### src/rtl/evt_agg_pkg.sv
package evt_agg_pkg;
  localparam int WORD_W     = 32;
  localparam int NUM_WORDS  = 3;
  localparam int NUM_LINES  = 3;
  localparam int NUM_EVT    = WORD_W * NUM_WORDS;
  localparam int VEC_W      = $clog2(NUM_EVT);
  localparam int ADDR_W     = 8;
  localparam int STS_BASE   = 'h00;
  localparam int GRP_STRIDE = 'h10;
  localparam int VEC_BASE   = 'h40;
endpackage

### src/rtl/evt_status_bank.sv
module evt_status_bank
  import evt_agg_pkg::*;
(
  input  logic               clk_i,
  input  logic               rst_ni,
  input  logic [NUM_EVT-1:0] evt_i,
  input  logic [NUM_EVT-1:0] ack_i,
  output logic [NUM_EVT-1:0] status_o
);
  always_ff @(posedge clk_i or negedge rst_ni) begin
    if (!rst_ni) status_o <= '0;
    else         status_o <= (status_o & ~ack_i) | evt_i;  // set beats ack
  end

  assert_set_wins_R3: assert property (@(posedge clk_i) disable iff (!rst_ni)
    (|evt_i) |=> ((status_o & $past(evt_i)) == $past(evt_i)));

  assert_ack_clears_R2: assert property (@(posedge clk_i) disable iff (!rst_ni)
    (|ack_i) |=> ((status_o & $past(ack_i & ~evt_i)) == '0));
endmodule

### src/rtl/evt_mask_bank.sv
module evt_mask_bank
  import evt_agg_pkg::*;
(
  input  logic                 clk_i,
  input  logic                 rst_ni,
  input  logic [NUM_WORDS-1:0] wr_en_i,
  input  logic [WORD_W-1:0]    wdata_i,
  output logic [NUM_EVT-1:0]   mask_o
);
  for (genvar w = 0; w < NUM_WORDS; w++) begin : g_word
    always_ff @(posedge clk_i or negedge rst_ni) begin
      if (!rst_ni)         mask_o[w*WORD_W +: WORD_W] <= '0;
      else if (wr_en_i[w]) mask_o[w*WORD_W +: WORD_W] <= wdata_i;
    end

    assert_mask_write_R4: assert property (@(posedge clk_i) disable iff (!rst_ni)
      wr_en_i[w] |=> (mask_o[w*WORD_W +: WORD_W] == $past(wdata_i)));
  end
endmodule

### src/rtl/evt_line_select.sv
module evt_line_select
  import evt_agg_pkg::*;
(
  input  logic               clk_i,
  input  logic               rst_ni,
  input  logic [NUM_EVT-1:0] status_i,
  input  logic [NUM_EVT-1:0] mask_i,
  output logic               irq_o,
  output logic               valid_o,
  output logic [VEC_W-1:0]   vec_o
);
  logic [NUM_EVT-1:0] pend;
  assign pend  = status_i & mask_i;  // filter disabled events
  assign irq_o = |pend;

  always_comb begin
    valid_o = 1'b0;
    vec_o   = '0;
    for (int i = NUM_EVT - 1; i >= 0; i--) begin
      if (pend[i]) begin
        valid_o = 1'b1;
        vec_o   = VEC_W'(i);
      end
    end
  end

  assert_valid_tracks_line_R6: assert property (@(posedge clk_i) disable iff (!rst_ni)
    irq_o == valid_o);

  assert_vec_is_pending_R6: assert property (@(posedge clk_i) disable iff (!rst_ni)
    valid_o |-> pend[vec_o]);
endmodule

### src/rtl/evt_irq_aggregator.sv
module evt_irq_aggregator
  import evt_agg_pkg::*;
(
  input  logic               clk_i,
  input  logic               rst_ni,
  input  logic [NUM_EVT-1:0] evt_i,
  input  logic [ADDR_W-1:0]  addr_i,
  input  logic               we_i,
  input  logic [WORD_W-1:0]  wdata_i,
  output logic [WORD_W-1:0]  rdata_o,
  output logic [NUM_LINES-1:0] irq_o
);
  logic [NUM_EVT-1:0]   status;
  logic [NUM_EVT-1:0]   ack;
  logic [NUM_EVT-1:0]   mask   [NUM_LINES];
  logic [NUM_LINES-1:0] valid;
  logic [VEC_W-1:0]     vec    [NUM_LINES];
  logic [NUM_LINES-1:0] mask_hit;

  for (genvar w = 0; w < NUM_WORDS; w++) begin : g_ack
    assign ack[w*WORD_W +: WORD_W] =
      (we_i && addr_i == ADDR_W'(STS_BASE + 4*w)) ? wdata_i : '0;
  end

  evt_status_bank u_status (
    .clk_i, .rst_ni, .evt_i, .ack_i(ack), .status_o(status)
  );

  for (genvar k = 0; k < NUM_LINES; k++) begin : g_line
    logic [NUM_WORDS-1:0] wr_en;
    for (genvar w = 0; w < NUM_WORDS; w++) begin : g_dec
      assign wr_en[w] = we_i && addr_i == ADDR_W'(GRP_STRIDE*(k+1) + 4*w);
    end
    assign mask_hit[k] = |wr_en;

    evt_mask_bank u_mask (
      .clk_i, .rst_ni, .wr_en_i(wr_en), .wdata_i, .mask_o(mask[k])
    );

    evt_line_select u_sel (
      .clk_i, .rst_ni, .status_i(status), .mask_i(mask[k]),
      .irq_o(irq_o[k]), .valid_o(valid[k]), .vec_o(vec[k])
    );
  end

  always_comb begin
    rdata_o = '0;
    for (int w = 0; w < NUM_WORDS; w++) begin
      if (addr_i == ADDR_W'(STS_BASE + 4*w)) rdata_o = status[w*WORD_W +: WORD_W];
      for (int k = 0; k < NUM_LINES; k++)
        if (addr_i == ADDR_W'(GRP_STRIDE*(k+1) + 4*w)) rdata_o = mask[k][w*WORD_W +: WORD_W];
    end
    for (int k = 0; k < NUM_LINES; k++) begin
      if (addr_i == ADDR_W'(VEC_BASE + 4*k)) begin
        rdata_o[WORD_W-1]  = valid[k];
        rdata_o[VEC_W-1:0] = vec[k];
      end
    end
  end

  assert_stray_write_keeps_masks_R8: assert property (@(posedge clk_i) disable iff (!rst_ni)
    (we_i && mask_hit == '0) |=>
      ($stable(mask[0]) && $stable(mask[1]) && $stable(mask[2])));
endmodule

### config.mk
export PLATFORM = sky130hd
export DESIGN_NAME = evt_irq_aggregator
export DESIGN_NICKNAME = d
export VERILOG_FILES = /design/src/rtl/evt_agg_pkg.sv /design/src/rtl/evt_status_bank.sv /design/src/rtl/evt_mask_bank.sv /design/src/rtl/evt_line_select.sv /design/src/rtl/evt_irq_aggregator.sv
export SDC_FILE = /design/constraint.sdc
export NUM_CORES = 1
export LEC_CHECK = 0
export BUFFER_PORTS_ARGS = -buffer_cell sky130_fd_sc_hd__buf_4
export CELL_PAD_IN_SITES_DETAIL_PLACEMENT = 1
export CELL_PAD_IN_SITES_GLOBAL_PLACEMENT = 1
export CORE_UTILIZATION = 38
export DETAILED_ROUTE_END_ITERATION = 10
export GPL_TIMING_DRIVEN = 0
export PLACE_DENSITY_LB_ADDON = 0.15
export SKIP_LAST_GASP = 1
export SLEW_MARGIN = 20
export SYNTH_ARGS = -nofsm -noshare
export SYNTH_HDL_FRONTEND = slang
export SYNTH_HIERARCHICAL = 1
export SYNTH_SLANG_ARGS = --single-unit
export TNS_END_PERCENT = 100
### constraint.sdc
create_clock -name clk_i -period 3.46 [get_ports clk_i]
set_input_delay 0 -clock clk_i [delete_from_list [all_inputs] [get_ports clk_i]]
set_output_delay 0 -clock clk_i [all_outputs]
set_load 0.02 [all_outputs]
Word level (Yosys, flattened, before mapping)
Cells that the tools add are included.
{"block": "op_classes", "n_eq_ne": 14, "n_mux": 597, "n_bitwise": 6, "reduce_logical": 16}
{"operator": "$mux 7", "n": 291}
{"operator": "$mux 32", "n": 15}
{"operator": "$and 96x96->96", "n": 4}
{"operator": "$mux 1", "n": 291}
{"operator": "$reduce_or 96->1", "n": 3}
{"operator": "$not 96->96", "n": 1}
{"operator": "$or 96x96->96", "n": 1}
{"operator": "$eq 8x6->1 const B", "n": 6}
{"operator": "$eq 8x5->1 const B", "n": 3}
{"operator": "$eq 8x7->1 const B", "n": 3}
{"operator": "$logic_and 1x1->1", "n": 12}
{"operator": "$eq 8x3->1 const B", "n": 1}
{"operator": "$eq 8x4->1 const B", "n": 1}
{"operator": "$logic_not 8->1", "n": 1}
{"block": "word_totals", "reg_bits": 384, "inputBits": 139, "output_inout_bits": 35, "wordCells": 643}

Longest topological paths before layout
Gate-level depths: netlist of run 1.
{"block": "logic_depth", "ltp_word": 100, "depth_mapped": 11, "ltp_nobuf": 11}

By module
Netlist of run 1, hierarchy kept.
{"module": "evt_mask_bank", "n_inst": 3, "cells_per_inst": 204, "area_each_um2": 4035.1, "seq_area_each_um2": 2402.3}
{"module": "evt_irq_aggregator", "n_inst": 1, "cells_per_inst": 796, "area_each_um2": 5052.3, "seq_area_each_um2": 0.0}
{"module": "evt_line_select", "n_inst": 3, "cells_per_inst": 265, "area_each_um2": 1667.8, "seq_area_each_um2": 0.0}
{"module": "evt_status_bank", "n_inst": 1, "cells_per_inst": 288, "area_each_um2": 3483.3, "seq_area_each_um2": 2402.3}

Worst setup path after synthesis of run 1
Ideal clock, no wire load.
{"block": "synth_path", "kind": "register to output", "startpoint": "register u_status.status_o[58]", "endpoint": "output rdata_o[2]", "arrival_ns": 2.604, "required_ns": 3.460, "setup_slack_ns": 0.856, "path_stages_with_launch": 12, "n_path_buf": 0, "cell_sequence": "dfrtp_1 > a22o_1 > and3b_2 > a21bo_1 > a2111oi_2 > o21ai_1 > a311oi_1 > mux2_2 > o22ai_1 > nand2_1 > o221ai_1 > a21oi_1"}
{"element": "start: declaration", "line_no": "evt_status_bank.sv:8", "rtl": "output logic [NUM_EVT-1:0] status_o"}
{"element": "start signal: assignment", "line_no": "evt_status_bank.sv:12", "rtl": "else status_o <= (status_o & ~ack_i) | evt_i;"}
{"element": "end: declaration", "line_no": "evt_irq_aggregator.sv:10", "rtl": "output logic [WORD_W-1:0] rdata_o,"}

==> impl.org, run 1 <==
** Route
- Final ANT Viol Nets :: 0
- Iteration-0 DRC Markers :: 3091
- Detailed Route WL :: 154000 um
- DR pass1 iterations :: 6
- Vias per std cell :: 6.66
- Summing over every cut layer, the via total after detailed routing is 26300.
- Dividing the detail-routed wire length by the instance count gives 38.9 um.
- Count of unresolved DRC violations after routing :: 0

** Synthesis
- Synthesis produced a netlist with a net count of 2630.
- Summed over all instances, the cell type with the most area after synthesis is dfrtp_1.
- Number of warnings printed during yosys synthesis :: 6
- Ys async rst share :: 1.00
- Synthesis inferred 384 register bits.
- Sequential fraction of the synthesis area :: 0.375
- Synth unique cells :: 82
- By area the synthesized netlist is led by dfrtp_1 (37%), mux2_4 (16%), nand2_1 (3.5%).
- Number of flops mapped to enable cells by yosys :: 0
- Avg Cell Area, Syn :: 10.3 um^2
- Main synth FF type :: dfrtp_1
- The share of synthesized area in the top cell type comes to 0.375.
- Synthesized instance count :: 2491
- Summing every instance area after synthesis gives 25600 um^2.

** Worst hold path
- Worst Hold Class :: input port to async pin

** Floorplanning
- Measured along the y axis, the die boundary spans 262 um.
- The initial utilization of the core area, before any placement, comes to 0.387.
- Pin placement for this block handled 174 I/O pins.
- After floorplanning, the core was divided into 94 placement rows.
- Die area :: 68500 um^2
- In this run the standard cell core region covers 66200 um^2.
- Die width :: 262 um

** Critical path
- First element of the critical path :: u_status/status_o[19]
- The critical path is of the flop to output pin type.
- STA classifies the critical path startpoint as a flop.
- Critical-path cell list :: a222oi_1 > a21boi_4 > o21ai_2 > nand4b_1 > o31ai_2 > nand3_1 > nand2_1 > o31a_1 > buf_6
- Cell family with the largest share of critical-path delay :: compound AO/OA/AOI/OAI gates
- The worst register-to-register path begins at u_status/status_o[58].
- Across all register-to-register paths, the minimum setup slack is 1.93 ns.
- Data arrives at the worst endpoint at 3.87 ns.
- Slowest Stage Delay on Critical Path :: 1.08 ns
- For this design, the slowest cell found on the critical path is a222oi_1.
- STA classifies the critical path endpoint as an output pin.
- Counting cells, the worst reg-to-reg path comes to 3.
- Data required time at the worst endpoint :: 3.46 ns
- Of all nets on the critical path, the largest fanout is 6.
- Counting both buffers and inverters, the worst setup path holds a total of 1.
- Number of cells on the critical path :: 9

** Layout
- Syn-to-layout area delta :: 33.6%
- Share of post-route cells with drive strength above 1 :: 0.333
- In the layout the commonest cells are dfrtp_1 (329), mux2_4 (271), buf_4 (264).
- After the last flow step, the layout net total stands at 3180.
- Final core utilization :: 0.517
- Counting the fill cells in the layout gives 7066.
- The library cell used most frequently in the layout, excluding fill and tap cells, is dfrtp_1.

** Clock network
- TritonCTS built the clock tree.
- The H-tree was split into 2 levels.
- At the later pin of the worst-skew pair, clock insertion delay measures 0.60 ns.
- After clock tree synthesis, the clock-pin slew on the worst setup and hold paths is 0.06 ns.
- Clk root buf :: clkbuf_16
- Counting the buffers created by CTS gives 48.
- The clock net in this run drives a total of 384 sinks.
- Buffers from clock root to sink, at most :: 3

** Timing
- Across all hold checks on the routed design, the worst slack comes to 0.0202 ns.
- Final count of pins violating max slew :: 0
- Slack of the critical path :: -0.408 ns
- Fmax :: 259 MHz
- Setup violations remaining at the end of the flow were counted as 12.
- At the pin with the least slew margin, the transition time is 1.30 ns.
- Setup repair after global routing missed its margin :: yes
- Final count of hold timing violations :: 0
- Worst slew margin relative to its limit :: 0.135
- Counting I/O delays and the setup requirement, the final critical path takes 3.87 ns.
- Across the routed clock network, the largest skew measured is 0 ns.
- Dividing the final minimum period by the clock period gives 1.12.

** Power and ir drop
- Summed over all nets, the switching power comes to 0.00513 W.
- Worst voltage drop across the vdd grid :: 0.363 mV
- Leak pwr :: 14.0 nW
- The share of total power dissipated in combinational logic is 0.287.
- Internal cell power :: 0.00974 W
- Sw Share :: 0.345
- Proportion of power drawn by the clock network :: 0.381
- Power Density :: 434 nW/um^2
- Of the total power, registers draw 0.331.

** GRT
- Pin count of the biggest net entering global routing :: 99
- Wire length of the first global-routing pass :: 210000 um
- The via count of the first global-routing pass came to 26600.
- Global routing finished with a remaining overflow of 0.
- The initial antenna violation count is 8.
- Total global-route track usage :: 0.444

** Outcome
- Failing checks :: negative setup slack
- The flow ran to the end, but the final reports show violations.

** Placed design
- Final HPWL from detailed placement :: 114000 um
- Port-buffer cells :: 169
- Gpl congestion :: 1.07

** Run
- The tool flagged a number of max-cap violations equal to 0.
-- worst reg2reg max path, delay by kind of cell (launching register included) --
| kind | cells | cell delay, ns |
|---|---|---|
| compound gates | 1 | 0.15 |
| buf+inv | 2 | 0.75 |
| flops | 1 | 0.50 |
-- power groups by stage --
stage | registers [W] | logic [W] | clock network [W]
after global routing | 0.00493 | 0.00431 | 0.00583
final | 0.00492 | 0.00427 | 0.00567
after global placement | 0.00496 | 0.00309 | 0
after CTS | 0.00490 | 0.00391 | 0.00569
after floorplan | 0.00486 | 0.00160 | 0
after detailed placement | 0.00497 | 0.00315 | 0
-- cell type report --
type / instances / area [um^2] / share of cell area
inverters: 123 / 462 / 0.0135
well taps: 864 / 1080 / 0.0316
diodes: 8 / 20.0 / 0.000584
clock buffers: 66 / 1400 / 0.0409
multi-input cells: 1864 / 15800 / 0.460
clock inverters: 22 / 337 / 0.00982
flip-flops and latches: 384 / 9680 / 0.282
repair buffers: 500 / 4490 / 0.131
plain buffers: 120 / 1040 / 0.0305
-- registers in the layout (all words and copies together) (netlist names) --
| signal | cells |
|---|---|
| u_status/status_o | 96 |
| g_line.u_mask/mask_o | 288 |
-- cell usage after synthesis, types with 16 or more instances --
cell	instances
nand3_1	62
a21boi_0	28
mux2_2	33
mux2_4	270
a32o_1	33
nand2_1	241
a222oi_1	18
a22oi_1	71
a31oi_1	20
o211ai_1	16
a21o_1	103
a32oi_1	26
nand4_1	22
inv_1	123
nor2_1	115
nor3_1	24
a21oi_1	121
dfrtp_1	384
a22o_1	78
and2_1	108
buf_2	33
buf_12	27
a211oi_1	16
o22ai_1	57
o21ai_1	24
mux2i_1	52
o21ai_0	65
clkbuf_1	40
nor2b_1	26
-- path summary, 6_finish.rpt --
path | to
min | u_status/status_o[20]
min in group clk_i | g_line[2].u_mask/mask_o[63]
min reg2reg | g_line[1].u_mask/mask_o[72]
max reg2reg | u_status/status_o[58]
max in group asynchronous | u_status/status_o[67]
max | rdata_o[0]
-- per-layer routing --
metal | routed length, um | global-route usage
met2 | 65500 | 0.649
met5 | 9 | 0
met1 | 62400 | 0.585
met4 | 10300 | 0.259
met3 | 15700 | 0.123
-- logic make-up after synthesis --
logic type / share of synthesized area
and+or+nand+nor: 0.141
muxes: 0.199
buffers and inverters: 0.0583
AOI/OAI and AO/OA: 0.227
xor gates and xnor gates: 0.000342
DFF: 0.375
-- metrics by stage --
stage / total power (W) / std cells / setup slack [ns] / area, um^2 / setup TNS [ns]
4_1_cts: 0.0145 / 3927 / -0.327 / 33900 / -1.15
6_report: 0.0149 / 3951 / -0.408 / 34300 / -2.23
3_5_place_dp: 0.00812 / 3532 / -1.08 / 28200 / -3.23
2_1_floorplan: 0.00646 / 2491 / 0.856 / 25600 / 0
3_3_place_gp: 0.00806 / 3524 / -1.60 / 28000 / -589.68
5_1_grt: 0.0151 / 3943 / -0.303 / 34200 / -1.44
-- repair_timing --
action	4_1_cts	5_1_grt
endpoints found under the hold margin	592	0
pin swaps	91	51
endpoints found under the setup margin	16	10
buffers inserted	81	16
hold buffers	226	0
resized for setup	252	54
No activity file was read; power rests on OpenSTA's default activity.
==> run 2: changes to the inputs <==
--- a/config.mk
+++ b/config.mk
@@ -12,6 +12,7 @@
 export DETAILED_ROUTE_END_ITERATION = 10
 export GPL_TIMING_DRIVEN = 0
 export PLACE_DENSITY_LB_ADDON = 0.15
+export SKIP_CTS_REPAIR_TIMING = 1
 export SKIP_LAST_GASP = 1
 export SLEW_MARGIN = 20
 export SYNTH_ARGS = -nofsm -noshare
==> run 2 against run 1 <==
Routed wire length down 0.70%; via count fell by 0.46%; count of clock-buffer cells in the layout stayed put; the run still ends with negative setup slack left; critical path depth unchanged; critical path type unchanged; clock skew is the same; sequential cell count did not move; clock power shrank 0.7%; register-to-register slack worse by 0.16 ns.
==> impl.org, run 2 (synthesis results as in run 1) <==
** Clock network
- Clock tree from TritonCTS :: done (unchanged)
- Sink Count :: 384 (unchanged)
- Level count of the clock H-tree :: 2 (unchanged)
- The maximum root-to-sink buffer count came to 3 (unchanged).
- Clock latency of the later-clocked register in the worst-skew pair :: 0.60 ns (about the same)
- Total clock buffers created by CTS :: 48 (unchanged)
- The clock tree root driver cell was clkbuf_16 (unchanged).
- The clock edge transition at the registers on the reported setup and hold paths was 0.06 ns (about the same).

** Layout
- Regs by FF count: g_line.u_mask/mask_o x288, u_status/status_o x96 (unchanged).
- The relative area change from synthesis to final layout was 32.3% (was 33.6%).
- The number of nets in the layout is 3152 (was 3180).
- The count of fill cells added during filler insertion is 7089 (was 7066).
- Register ranked first by flip-flop count :: g_line.u_mask/mask_o (unchanged)
- Most common cell after layout, fill and taps aside :: dfrtp_1 (unchanged)
- Top library cells by usage in the layout, fill and taps aside :: dfrtp_1 (333), mux2_4 (271), buf_4 (235) (was dfrtp_1 (329), mux2_4 (271), buf_4 (264))
- Final standard cell count with taps included and fillers excluded :: 3922 (was 3951)
- The share of cells above drive strength 1 is 0.319 (was 0.333).
- The core occupancy in the finished layout is 0.513 (was 0.517).
- Max FFs per register :: 288 (unchanged)

** Placed design
- The number of port buffers is 169 (unchanged).
- Count of placed standard cells including taps :: 3532 (unchanged)
- Gpl congestion :: 1.07 (unchanged)
- The estimated wirelength of the detail-placed design is 114000 um (unchanged).

** Critical path
- Worst Setup Path Type :: flop to output pin (unchanged)
- The startpoint type of the worst setup path was a flop (unchanged).
- Reg2reg start :: u_status/status_o[67] (was u_status/status_o[58])
- The arrival time of the worst setup path came to 3.87 ns (about the same).
- The sort of element at the end of the critical path is an output pin (unchanged).
- The required arrival time at the worst endpoint came to 3.46 ns (about the same).
- The source of the critical timing path was u_status/status_o[19] (unchanged).
- Crit-path max FO :: 8 (was 6)

** GRT
- The first-pass GRT wire length came to 200000 um (was 210000 um).
- The largest net degree at the start of global routing was 99 (unchanged).
- Total global-route track usage :: 0.424 (was 0.444)
- Via count of the first global-routing pass :: 24500 (was 26600)
- Initial antenna violation count :: 9 (was 8)
- The global route total overflow came to 0 (unchanged).

** Route
- The iteration count of the initial detailed-routing pass came to 8 (was 6).
- Vias post-DR :: 26200 (was 26300)
- The detailed-route DRC error count was 0 (unchanged).
- The initial DRC count was 3309 (was 3091).
- The wire length per cell came to 39.0 um (was 38.9 um).
- The overall routed net length was 153000 um (was 154000 um).
- The remaining antenna violation count was 0 (unchanged).
- The number of vias per cell after detailed routing came to 6.68 (was 6.66).

** Outcome
- Failing checks :: negative setup slack (unchanged)
- Run status :: finished with violations (unchanged)

** Power and ir drop
- Power Density :: 434 nW/um^2 (about the same)
- The worst vdd rail ir drop was 0.357 mV (was 0.363 mV).
- The reported leakage power was 13.8 nW (was 14.0 nW).
- Total power draw :: 0.0147 W (was 0.0149 W)

** Floorplanning
- DIE HEIGHT :: 262 um (unchanged)
- The core footprint was 66200 um^2 (unchanged).
- The horizontal die dimension was 262 um (unchanged).
- The area enclosed by the die boundary is 68500 um^2 (unchanged).
- The number of standard-cell rows in the floorplan came to 94 (unchanged).
- IO Count :: 174 (unchanged)
- Starting density of the core :: 0.387 (unchanged)

** Timing
- The worst hold-check slack is 0.126 ns (was 0.0202 ns).
- The setup total negative slack was -2.48 ns (was -2.23 ns).
- Crit path time final :: 3.87 ns (about the same)
- The max-slew violation total from the final report was 0 (unchanged).
- The worst slew margin relative to its limit was 0.108 (was 0.135).
- Fmax :: 258 MHz (was 259 MHz)
- The setup slack of the critical path after layout was -0.414 ns (was -0.408 ns).
- The actual slew at the worst max-slew pin is 1.34 ns (was 1.30 ns).
- Setup repair after global routing missed its margin :: yes (unchanged)
- The setup skew after layout is 0 ns (unchanged).
- The final worst-path cycle share came to 1.12 (about the same).
- Final count of hold timing violations :: 0 (unchanged)
- The count of final setup violators is 12 (unchanged).

** Worst hold path
- The worst hold path begins at we_i.
- Worst Hold Class :: input port to flop (was input port to async pin)

** Run
- The max-cap check violation count came to 0 (unchanged).
-- run 2: changes by cell type in the layout (fill, tap and decap cells not counted), sizes merged --
cell and delta:
clkbuf +3, dlygate4sd3 +1, diode -1, buf -32
-- run 2: metrics by stage --
step | worst slack (ns) | instance area, um^2
6_report | -0.414 | 33900
5_1_grt | -0.317 | 33900
4_1_cts | -1.75 | 30000
3_5_place_dp | -1.08 | 28200
3_3_place_gp | -1.60 | 28000
2_1_floorplan | 0.856 | 25600
-- run 2: area by class of cell --
type,count,area [um^2],share of cell area
clock buffers,66,1400,0.0413
well taps,864,1080,0.0319
plain buffers,120,1040,0.0307
inverters,123,462,0.0136
multi-input cells,1864,15700,0.462
repair buffers,472,4250,0.125
clock inverters,22,337,0.00992
diodes,7,17.5,0.000516
flip-flops and latches,384,9670,0.285
-- run 2: critical path, stage by stage (launching register included) --
cell and delay (ns):
dfrtp_2 0.48, a222oi_1 1.09, a21boi_4 0.39, o21ai_2 0.18
nand4b_1 0.38, o31ai_4 0.15, nand3_1 0.11, nand2_1 0.06
o31a_1 0.29, buf_6 0.15
-- run 2: report_power, final --
part	leakage [nW]	switching, W	internal [W]	total, W
clock network	0.850	0.00221	0.00343	0.00563
logic	8.16	0.00256	0.00160	0.00416
registers	4.79	0.000272	0.00465	0.00492
-- run 2: per-layer routing --
layer  up-vias  track usage  wire (um)
li1      10400            -          -
met1     13700        0.577      62300
met2      1706        0.611      65000
met3       370        0.103      15400
met4         2        0.241      10000
met5         -            0         13
-- run 2: final timing paths --
path / to / slack, ns / cells after the start
min reg2reg: g_line[1].u_mask/mask_o[72] / 0.56 / 1
max reg2reg: u_status/status_o[67] / 1.77 / 4
min: g_line[2].u_mask/mask_o[63] / 0.13 / 4
max: rdata_o[0] / -0.41 / 9
min in group asynchronous: g_line[1].u_mask/mask_o[82] / 0.47 / 4
max in group asynchronous: g_line[2].u_mask/mask_o[67] / 1.84 / 5
